===== config.mk =====
export PLATFORM = sky130hd
export DESIGN_NAME = acc_alu
export DESIGN_NICKNAME = d
export VERILOG_FILES = /design/src/rtl/acc_alu_pkg.sv /design/src/rtl/acc_alu_arith.sv /design/src/rtl/acc_alu_rot.sv /design/src/rtl/acc_alu_cond.sv /design/src/rtl/acc_alu.sv
export SDC_FILE = /design/constraint.sdc
export NUM_CORES = 1
export LEC_CHECK = 0
export BUFFER_PORTS_ARGS = -buffer_cell sky130_fd_sc_hd__clkbuf_2
export CAP_MARGIN = 5
export CORE_MARGIN = 2
export CORE_UTILIZATION = 54
export CTS_CLUSTER_SIZE = 28
export DETAILED_ROUTE_END_ITERATION = 10
export HOLD_SLACK_MARGIN = 0.05
export PLACE_DENSITY = 0.88
export SLEW_MARGIN = 20
export SYNTH_ARGS = -nofsm -noshare
export SYNTH_HDL_FRONTEND = slang
export SYNTH_SLANG_ARGS = --single-unit

===== constraint.sdc =====
create_clock -name clk -period 3.5 [get_ports clk]
set_input_delay 0 -clock clk [delete_from_list [all_inputs] [get_ports clk]]
set_output_delay 0 -clock clk [all_outputs]
set_load 0.005 [all_outputs]

===== src/rtl/acc_alu_pkg.sv =====
package acc_alu_pkg;

  typedef enum logic [2:0] {
    FN_ADD = 3'd0,
    FN_ADC = 3'd1,
    FN_SUB = 3'd2,
    FN_SBB = 3'd3,
    FN_AND = 3'd4,
    FN_XOR = 3'd5,
    FN_OR  = 3'd6,
    FN_CMP = 3'd7
  } fn_e;

  typedef enum logic [1:0] {
    RT_LCIRC = 2'd0,
    RT_RCIRC = 2'd1,
    RT_LTHRU = 2'd2,
    RT_RTHRU = 2'd3
  } rot_e;

  typedef struct packed {
    logic cy;
    logic z;
    logic s;
    logic p;
  } flags_t;

endpackage


===== src/rtl/acc_alu_arith.sv =====
module acc_alu_arith
  import acc_alu_pkg::*;
#(
  parameter int DATA_W = 8
) (
  input  fn_e               fn,
  input  logic [DATA_W-1:0] a,
  input  logic [DATA_W-1:0] b,
  input  logic              cin,
  output logic [DATA_W-1:0] res,
  output logic              cout,
  output logic              wr_acc
);

  localparam int EXT_W = DATA_W + 1;

  logic [EXT_W-1:0] a_x, b_x, c_x, wide;

  assign a_x = {1'b0, a};
  assign b_x = {1'b0, b};
  assign c_x = {{DATA_W{1'b0}}, cin};

  // subtraction in EXT_W bits: the top bit is the borrow
  always_comb begin
    unique case (fn)
      FN_ADD:         wide = a_x + b_x;
      FN_ADC:         wide = a_x + b_x + c_x;
      FN_SUB, FN_CMP: wide = a_x - b_x;
      FN_SBB:         wide = a_x - b_x - c_x;
      FN_AND:         wide = {1'b0, a & b};
      FN_XOR:         wide = {1'b0, a ^ b};
      FN_OR:          wide = {1'b0, a | b};
      default:        wide = '0;
    endcase
  end

  assign res    = wide[DATA_W-1:0];
  assign cout   = wide[DATA_W];
  assign wr_acc = (fn != FN_CMP);

endmodule


===== src/rtl/acc_alu_rot.sv =====
module acc_alu_rot
  import acc_alu_pkg::*;
#(
  parameter int DATA_W = 8
) (
  input  rot_e              sel,
  input  logic [DATA_W-1:0] a,
  input  logic              cin,
  output logic [DATA_W-1:0] res,
  output logic              cout
);

  localparam int MSB = DATA_W - 1;

  always_comb begin
    unique case (sel)
      RT_LCIRC: begin res = {a[MSB-1:0], a[MSB]}; cout = a[MSB]; end
      RT_RCIRC: begin res = {a[0], a[MSB:1]};     cout = a[0];   end
      RT_LTHRU: begin res = {a[MSB-1:0], cin};    cout = a[MSB]; end
      RT_RTHRU: begin res = {cin, a[MSB:1]};      cout = a[0];   end
      default:  begin res = a;                    cout = cin;    end
    endcase
  end

endmodule


===== src/rtl/acc_alu_cond.sv =====
module acc_alu_cond
  import acc_alu_pkg::*;
(
  input  flags_t     flg,
  input  logic [2:0] code,
  output logic       hit
);

  logic picked;

  always_comb begin
    unique case (code[1:0])
      2'd0:    picked = flg.cy;
      2'd1:    picked = flg.z;
      2'd2:    picked = flg.s;
      default: picked = flg.p;
    endcase
  end

  // polarity bit: 1 tests for a set flag, 0 for a clear one
  assign hit = (picked == code[2]);

endmodule


===== src/rtl/acc_alu.sv =====
module acc_alu
  import acc_alu_pkg::*;
#(
  parameter int DATA_W = 8
) (
  input  logic              clk,
  input  logic              rst,
  input  logic              alu_go,
  input  logic [2:0]        func,
  input  logic [DATA_W-1:0] arg,
  input  logic              rot_go,
  input  logic [1:0]        rot_sel,
  input  logic [2:0]        cond_sel,
  output logic              cond_true,
  output logic [DATA_W-1:0] acc,
  output logic              flag_c,
  output logic              flag_z,
  output logic              flag_s,
  output logic              flag_p
);

  localparam int MSB = DATA_W - 1;

  logic [DATA_W-1:0] acc_q;
  flags_t            flg_q;

  logic [DATA_W-1:0] alu_res, rot_res;
  logic              alu_cy, rot_cy, alu_wr;

  acc_alu_arith #(.DATA_W(DATA_W)) u_arith (
    .fn     (fn_e'(func)),
    .a      (acc_q),
    .b      (arg),
    .cin    (flg_q.cy),
    .res    (alu_res),
    .cout   (alu_cy),
    .wr_acc (alu_wr)
  );

  acc_alu_rot #(.DATA_W(DATA_W)) u_rot (
    .sel  (rot_e'(rot_sel)),
    .a    (acc_q),
    .cin  (flg_q.cy),
    .res  (rot_res),
    .cout (rot_cy)
  );

  acc_alu_cond u_cond (
    .flg  (flg_q),
    .code (cond_sel),
    .hit  (cond_true)
  );

  always_ff @(posedge clk) begin
    if (rst) begin
      acc_q <= '0;
      flg_q <= '0;
    end else if (alu_go) begin
      if (alu_wr) acc_q <= alu_res;
      flg_q.cy <= alu_cy;
      flg_q.z  <= ~|alu_res;
      flg_q.s  <= alu_res[MSB];
      flg_q.p  <= ~^alu_res;
    end else if (rot_go) begin
      acc_q    <= rot_res;
      flg_q.cy <= rot_cy;
    end
  end

  assign acc    = acc_q;
  assign flag_c = flg_q.cy;
  assign flag_z = flg_q.z;
  assign flag_s = flg_q.s;
  assign flag_p = flg_q.p;


  cmp_keeps_acc_chk: assert property (@(posedge clk) disable iff (rst)
    (alu_go && func == 3'b111) |=> $stable(acc_q));


  logic_clears_cy_chk: assert property (@(posedge clk) disable iff (rst)
    (alu_go && func[2] && func != 3'b111) |=> !flg_q.cy);


  zero_sign_track_chk: assert property (@(posedge clk) disable iff (rst)
    (alu_go && func != 3'b111) |=> (flg_q.z == (acc_q == '0)) && (flg_q.s == acc_q[MSB]));


  rot_keeps_zsp_chk: assert property (@(posedge clk) disable iff (rst)
    (rot_go && !alu_go) |=> $stable({flg_q.z, flg_q.s, flg_q.p}));


  idle_hold_chk: assert property (@(posedge clk) disable iff (rst)
    (!alu_go && !rot_go) |=> ($stable(acc_q) && $stable(flg_q)));

endmodule


==> results by group, run 1 <==
Run status
  • Status: finished, final reports clean

Synth
  • Yosys top cell area share: ~15%
  • Synth Area in Compound Gates: ~29%
  • Syn. warnings: 0
  • Post-Synth Adder-Cell Area: between 10% and 20%
  • Synth Net Count: around 400
  • Synth top area cells: ha_1 (15%), dfxtp_1 (9.2%), xnor2_1 (5.7%)
  • Most instantiated cells after synthesis: nor2_1 (34), ha_1 (32), nand2_1 (28), inv_1 (27), a21oi_1 (20)
  • Cell variety after synth: 75
  • Synth Flop Type: dfxtp_1
  • Dominant combinational cell family by area after synthesis: compound AO/OA/AOI/OAI gates
  • Number of flops mapped to enable cells by yosys: 0
  • Synthesized area: 2620 um^2
  • XOR/XNOR Fraction of Synth Area: 7.92%
  • Mux contribution to synthesized area: under 10%
  • Post-synthesis sequential area ratio: a little under a tenth
  • #FFs+latches synth: 12
  • Area leader, netlist: ha_1
  • Synthesized-area fraction occupied by and/or/nand/nor cells: between 20% and 30%
  • FFs w/ async S/R, synth: 0%
  • Post-Syn Instances: roughly 350
  • Avg Inst Size Synth: 7.51 um^2
  • Top-count cell post-synth: nor2_1

Clock tree
  • Total CTS buffers: 3
  • Clk slew on worst S/H paths: 0.06 ns
  • Clock Path Buffers: 2
  • CTS sink cnt: 12
  • Worst-Skew Late Latency: about 0.25 ns
  • H-tree depth: 1
  • TritonCTS clock tree: yes
  • Clock Tree Root: clkbuf_8

Detailed routing
  • Final ANT Viol Nets: 0
  • WL/cell: roughly 19 um
  • Total Wirelength: around 8600 um
  • Via count: just over 3,000
  • DRT Pass-1 Iters: 6
  • Vias per Instance: around 6.7
  • Initial DRC Count: between 300 and 400
  • DRC: 0

Critical path
  • CP startpoint kind: flop
  • Arrival @ worst endpoint: around 3.6 ns
  • FF-to-FF End: flag_p
  • Crit path capture type: flop
  • CP Max Fanout: 3
  • RR Startpoint: acc[0]
  • Req. time, crit path: 3.63 ns
  • Critical Path Start: acc[0]
  • Critical path class: flop to flop
  • Setup crit end: flag_p
  • Worst r2r path cells: 16
  • R2R Setup Slk: 0.003 ns

STA
  • Fmax: about 290 MHz
  • RSZ-0062 raised after global routing: yes
  • Slew HR: a little over three fifths
  • Final setup fails: 0
  • Slew @ Worst Pin: ~0.56 ns
  • Setup Skew: 0.00259 ns
  • Fin crit share: ~100%
  • Min Tclk post-route: 3.50 ns
  • Fin. Hold Viols: 0
  • Final WS setup: just over 0.003 ns
  • Fin. max-slew vios: 0

Floorplanning
  • Initial Util: around 56%
  • Die Ht: 73.7 um
  • Core ar.: 4690 um^2
  • Ports: 33
  • Row count: 25
  • Die footprint: 5430 um^2
  • Chip width: ~74 um

Final layout
  • Syn-to-layout area delta: 23.1%
  • Share of layout cells above drive strength 1: between 20% and 30%
  • Fin area: around 3200 um^2
  • FF+latch area: approximately 240 um^2
  • Antenna cells: 0
  • Fillers: ~390
  • Multi-input combinational cell area: 2310 um^2
  • Final #Nets: roughly 460

GRT
  • Antenna violations before repair: 0
  • GRT Resource Usage Total: roughly 32%
  • Global-route wire length before repair: about 14,000 um
  • Largest net degree at the start of global routing: 28
  • Gr ovfl total: 0
  • Vias in the first global route: between 2,000 and 3,000

Hold path
  • Worst min path class: primary input to flop

Pwr
  • Lkg Pwr: 0.00144 uW
  • Total power: approximately 1100 uW
  • IR drop worst, VDD: around 160 uV
  • Power per cell area: 339 nW/um^2

Place
  • Gpl congestion: 0.959
  • Detailed Place HPWL: 6500 um
  • PortBufs: 32
  • DP Worst Slack: -0.104 ns
  • Area after DPL: ~3000 um^2

Flow run
  • # Max-Cap Violations: 0
[where the power goes]
part	internal (uW)	switching, uW
clock	99.7	56.4
combinational	348	419
sequential	155	16.8
total	603	492
[through the flow]
step,hold slack (ns),utilization (%),TNS (ns),std cells
detailed placement,0.256,64.6,-0.104,452
global route,0.160,68.8,-0.190,460
global placement,0.242,64.6,0,452
CTS,0.112,66.2,-0.0288,456
finish,0.131,68.8,0,460
floorplan,0.0600,-,0,349
[cell families after synthesis]
| logic type | Yosys count |
|---|---|
| simple gates | 121 |
| xor+xnor | 22 |
| mux | 11 |
| fa+ha+maj | 34 |
| flops | 12 |
| buf+inv | 46 |
| compound gates | 103 |
[registers in the layout (all words and copies together), names as in the netlist]
register  flops
flag_c        1
acc           8
flag_z        1
flag_s        1
flag_p        1
[layout make-up]
class                      count  share of cell area [%]
clock buffer                   4                    1.71
inverter                      28                    3.26
tap                           54                    2.09
timing repair buffer          71                    14.0
sequential                    12                    7.48
multi-input combinational    291                    71.4
[worst max-delay path, stage by stage (launching register included)]
cell     delay, ns
dfxtp_2       0.36
inv_1         0.07
ha_1          0.22
fa_2          0.57
ha_2          0.20
nand3_1       0.10
mux2i_2       0.24
nand2_1       0.10
or3_1         0.39
a31oi_2       0.21
or2_1         0.14
ha_1          0.23
xor2_1        0.17
xnor2_1       0.14
nor2_1        0.06
a21oi_1       0.13
nor2_1        0.06
[layout by cell type (no fill, tap or decap), types with 11 or more instances in the layout]
master     n
buf_4     39
xnor2_1   17
nand2_1   28
ha_1      25
clkbuf_2  32
nor2_1    34
dfxtp_1   11
a21oi_1   20
inv_1     24
o21ai_0   12
[worst min-delay path by stage]
stage / end / depth (start not counted) / start / slack, ns
after floorplan: cond_true / 1 / cond_sel[2] / 0.06
after global placement: cond_true / 3 / cond_sel[2] / 0.24
after detailed placement: cond_true / 3 / cond_sel[2] / 0.26
after CTS: acc[3] / 2 / rst / 0.11
after global routing: acc[4] / 2 / rst / 0.16
final: acc[4] / 2 / rst / 0.13
[routing by layer]
metal | GRT usage, % | wire length, um | vias up
met5 | 0 | 0 | -
met4 | 12.7 | 356 | 0
met3 | 5.08 | 757 | 37
met2 | 52.2 | 4020 | 213
met1 | 42.0 | 3470 | 1419
li1 | - | - | 1395
[repair_timing]
action	4_1_cts	5_1_grt
buffers inserted	0	4
hold buffers	0	0
gates resized for setup	6	19
pin swaps	2	12
setup endpoints to repair	1	1
Note: power is estimated with default switching activity, not from simulation.
==> inputs of run 2 (changes only) <==
- BUFFER_PORTS_ARGS: -buffer_cell sky130_fd_sc_hd__clkbuf_2 -> -buffer_cell sky130_fd_sc_hd__buf_2
- CORE_MARGIN: 2 -> 3
- CORE_UTILIZATION: 54 -> 40
- PLACE_DENSITY: 0.88 -> 0.71
==> run 2 against run 1 <==
Net effect:
- the run now ends with negative setup slack left
- die area grew 39%
- maximum frequency shrank 1.3%
- register-to-register slack lost 0.05 ns
- core utilization shrank 15 points
- critical endpoint unchanged
- largest power group unchanged
- highest routed layer unchanged
==> results by group, run 2 (same netlist as run 1, synthesis figures left out) <==
GRT
  • Vias in the first global route: ~2,800
  • GRT Resource Usage Total: 22.3%
  • Gr ovfl total: 0
  • Global-route wire length before repair: roughly 14,000 um
  • Largest net degree at the start of global routing: 28
  • Antenna violations before repair: 0

Final layout
  • Final #Nets: ~470
  • Most common cell after layout, fill and taps aside: buf_4
  • Layout Cells excl Fill: a little under 500
  • Max reg flops: 8
  • Most frequent cells in the layout: buf_4 (46), nor2_1 (34), buf_2 (32)
  • Share of layout cells above drive strength 1: 28.0%
  • Syn-to-layout area delta: 26.7%
  • Antenna cells: 0

Clock tree
  • Clock Tree Root: clkbuf_8
  • Worst-Skew Late Latency: between 0.2 and 0.25 ns
  • TritonCTS clock tree: yes
  • CTS sink cnt: 12
  • Clock Path Buffers: 2
  • H-tree depth: 1
  • Clk slew on worst S/H paths: roughly 0.06 ns
  • Post-CTS Hold Buffers: 0
  • Total CTS buffers: 3

Floorplanning
  • Chip width: between 80 and 90 um
  • Initial Util: roughly 43%
  • Die footprint: between 7000 and 8000 um^2
  • Core ar.: ~6000 um^2
  • Die Ht: 87.0 um
  • Row count: 28
  • Ports: 33

Hold path
  • Hold path cells: 2
  • Worst min path class: primary input to flop

Critical path
  • Req. time, crit path: around 3.6 ns
  • R2R Setup Slk: -0.04 ns
  • Critical path class: flop to flop
  • Worst r2r path cells: 16
  • Crit path capture type: flop
  • Arrival @ worst endpoint: around 3.7 ns
  • CP startpoint kind: flop
  • CP Max Fanout: 3

STA
  • Fin crit share: 101%
  • RSZ-0062 raised after global routing: yes
  • Slew HR: around 66%
  • Setup Skew: 0.00268 ns
  • Hold_ws: a little under 0.1 ns
  • Min Tclk post-route: about 3.5 ns
  • Fin. max-slew vios: 0
  • Final WS setup: -0.0428 ns
  • Final setup fails: 1
  • Fmax: roughly 280 MHz
  • Slew @ Worst Pin: approximately 0.51 ns
  • Fin. Hold Viols: 0

Detailed routing
  • WL/cell: approximately 17 um
  • Initial DRC Count: 241
  • Total Wirelength: around 8500 um
  • DRT Pass-1 Iters: 5
  • Final ANT Viol Nets: 0
  • DRC: 0
  • Via count: roughly 3,000
  • Vias per Instance: approximately 6.0

Place
  • Post-Place Cells: around 480
  • Detailed Place HPWL: about 6700 um
  • Gpl congestion: between 0.9 and 1
  • PortBufs: 32

Run status
  • Violated checks: negative setup slack
  • Status: finished, violations left

Pwr
  • Power per cell area: approximately 340 nW/um^2
  • IR drop worst, VDD: between 200 and 250 uV
  • Lkg Pwr: roughly 0.0015 uW

Flow run
  • # Max-Cap Violations: 0
[run 2: cell count changes in the layout (fill, tap and decap cells not counted), sizes merged]
cell    before  now
buf         39   79
clkbuf      36    4
[run 2: metal layers]
layer | up-vias | GRT usage [%] | share of wire, %
li1 | 1408 | - | -
met1 | 1399 | 30.4 | 45
met2 | 112 | 38.6 | 48
met3 | 20 | 2.18 | 4.8
met4 | 0 | 3.54 | 1.7
met5 | - | 0 | 0
[run 2: per-stage QoR]
| stage | power (uW) | util (%) | area [um^2] | setup slack [ns] | TNS, ns |
|---|---|---|---|---|---|
| 2_1_floorplan | 654 | - | 2620 | 0.0450 | 0 |
| 3_3_place_gp | 873 | 50.6 | 3100 | -0.0767 | -0.0767 |
| 3_5_place_dp | 888 | 50.6 | 3100 | -0.101 | -0.101 |
| 4_1_cts | 1080 | 53.3 | 3270 | -0.00671 | -0.00671 |
| 5_1_grt | 1200 | 54.2 | 3320 | -0.196 | -0.319 |
| 6_report | 1110 | 54.2 | 3320 | -0.0428 | -0.0428 |
[run 2: what timing repair did]
item                                    CTS  global route
pin swaps                                10            13
endpoints found under the hold margin     0             0
resized for setup                        16             8
endpoints found under the setup margin    1             2
setup buffers                             6             0
[run 2: worst paths after layout]
check / startpoint / to
setup / recovery: acc[0] / flag_p
hold / removal: rst / flag_z
setup reg to reg: acc[0] / flag_p
hold reg to reg: flag_s / flag_s
[run 2: critical path, cell delays in order, from the launching register on]
cell	delay (ns)
dfxtp_2	0.36
inv_1	0.06
ha_1	0.22
fa_2	0.56
ha_1	0.20
nand3_1	0.10
mux2i_2	0.23
nand2_1	0.11
or3_1	0.38
a31oi_1	0.27
or2_1	0.16
ha_1	0.24
xor2_1	0.17
xnor2_1	0.15
nor2_1	0.05
a21oi_1	0.12
nor2_1	0.05
[run 2: layout make-up]
cell class                 count  area (um^2)
inverter                      28          105
timing repair buffer          79          517
clock buffer                   4         55.1
fill                         583         2810
multi-input combinational    291         2310
tap                           75         93.8
sequential                    12          241
[run 2: report_power, final]
part	switching (uW)	internal, uW	total, uW
registers	15.7	155	171
logic	412	375	787
clock network	56.5	99.6	156
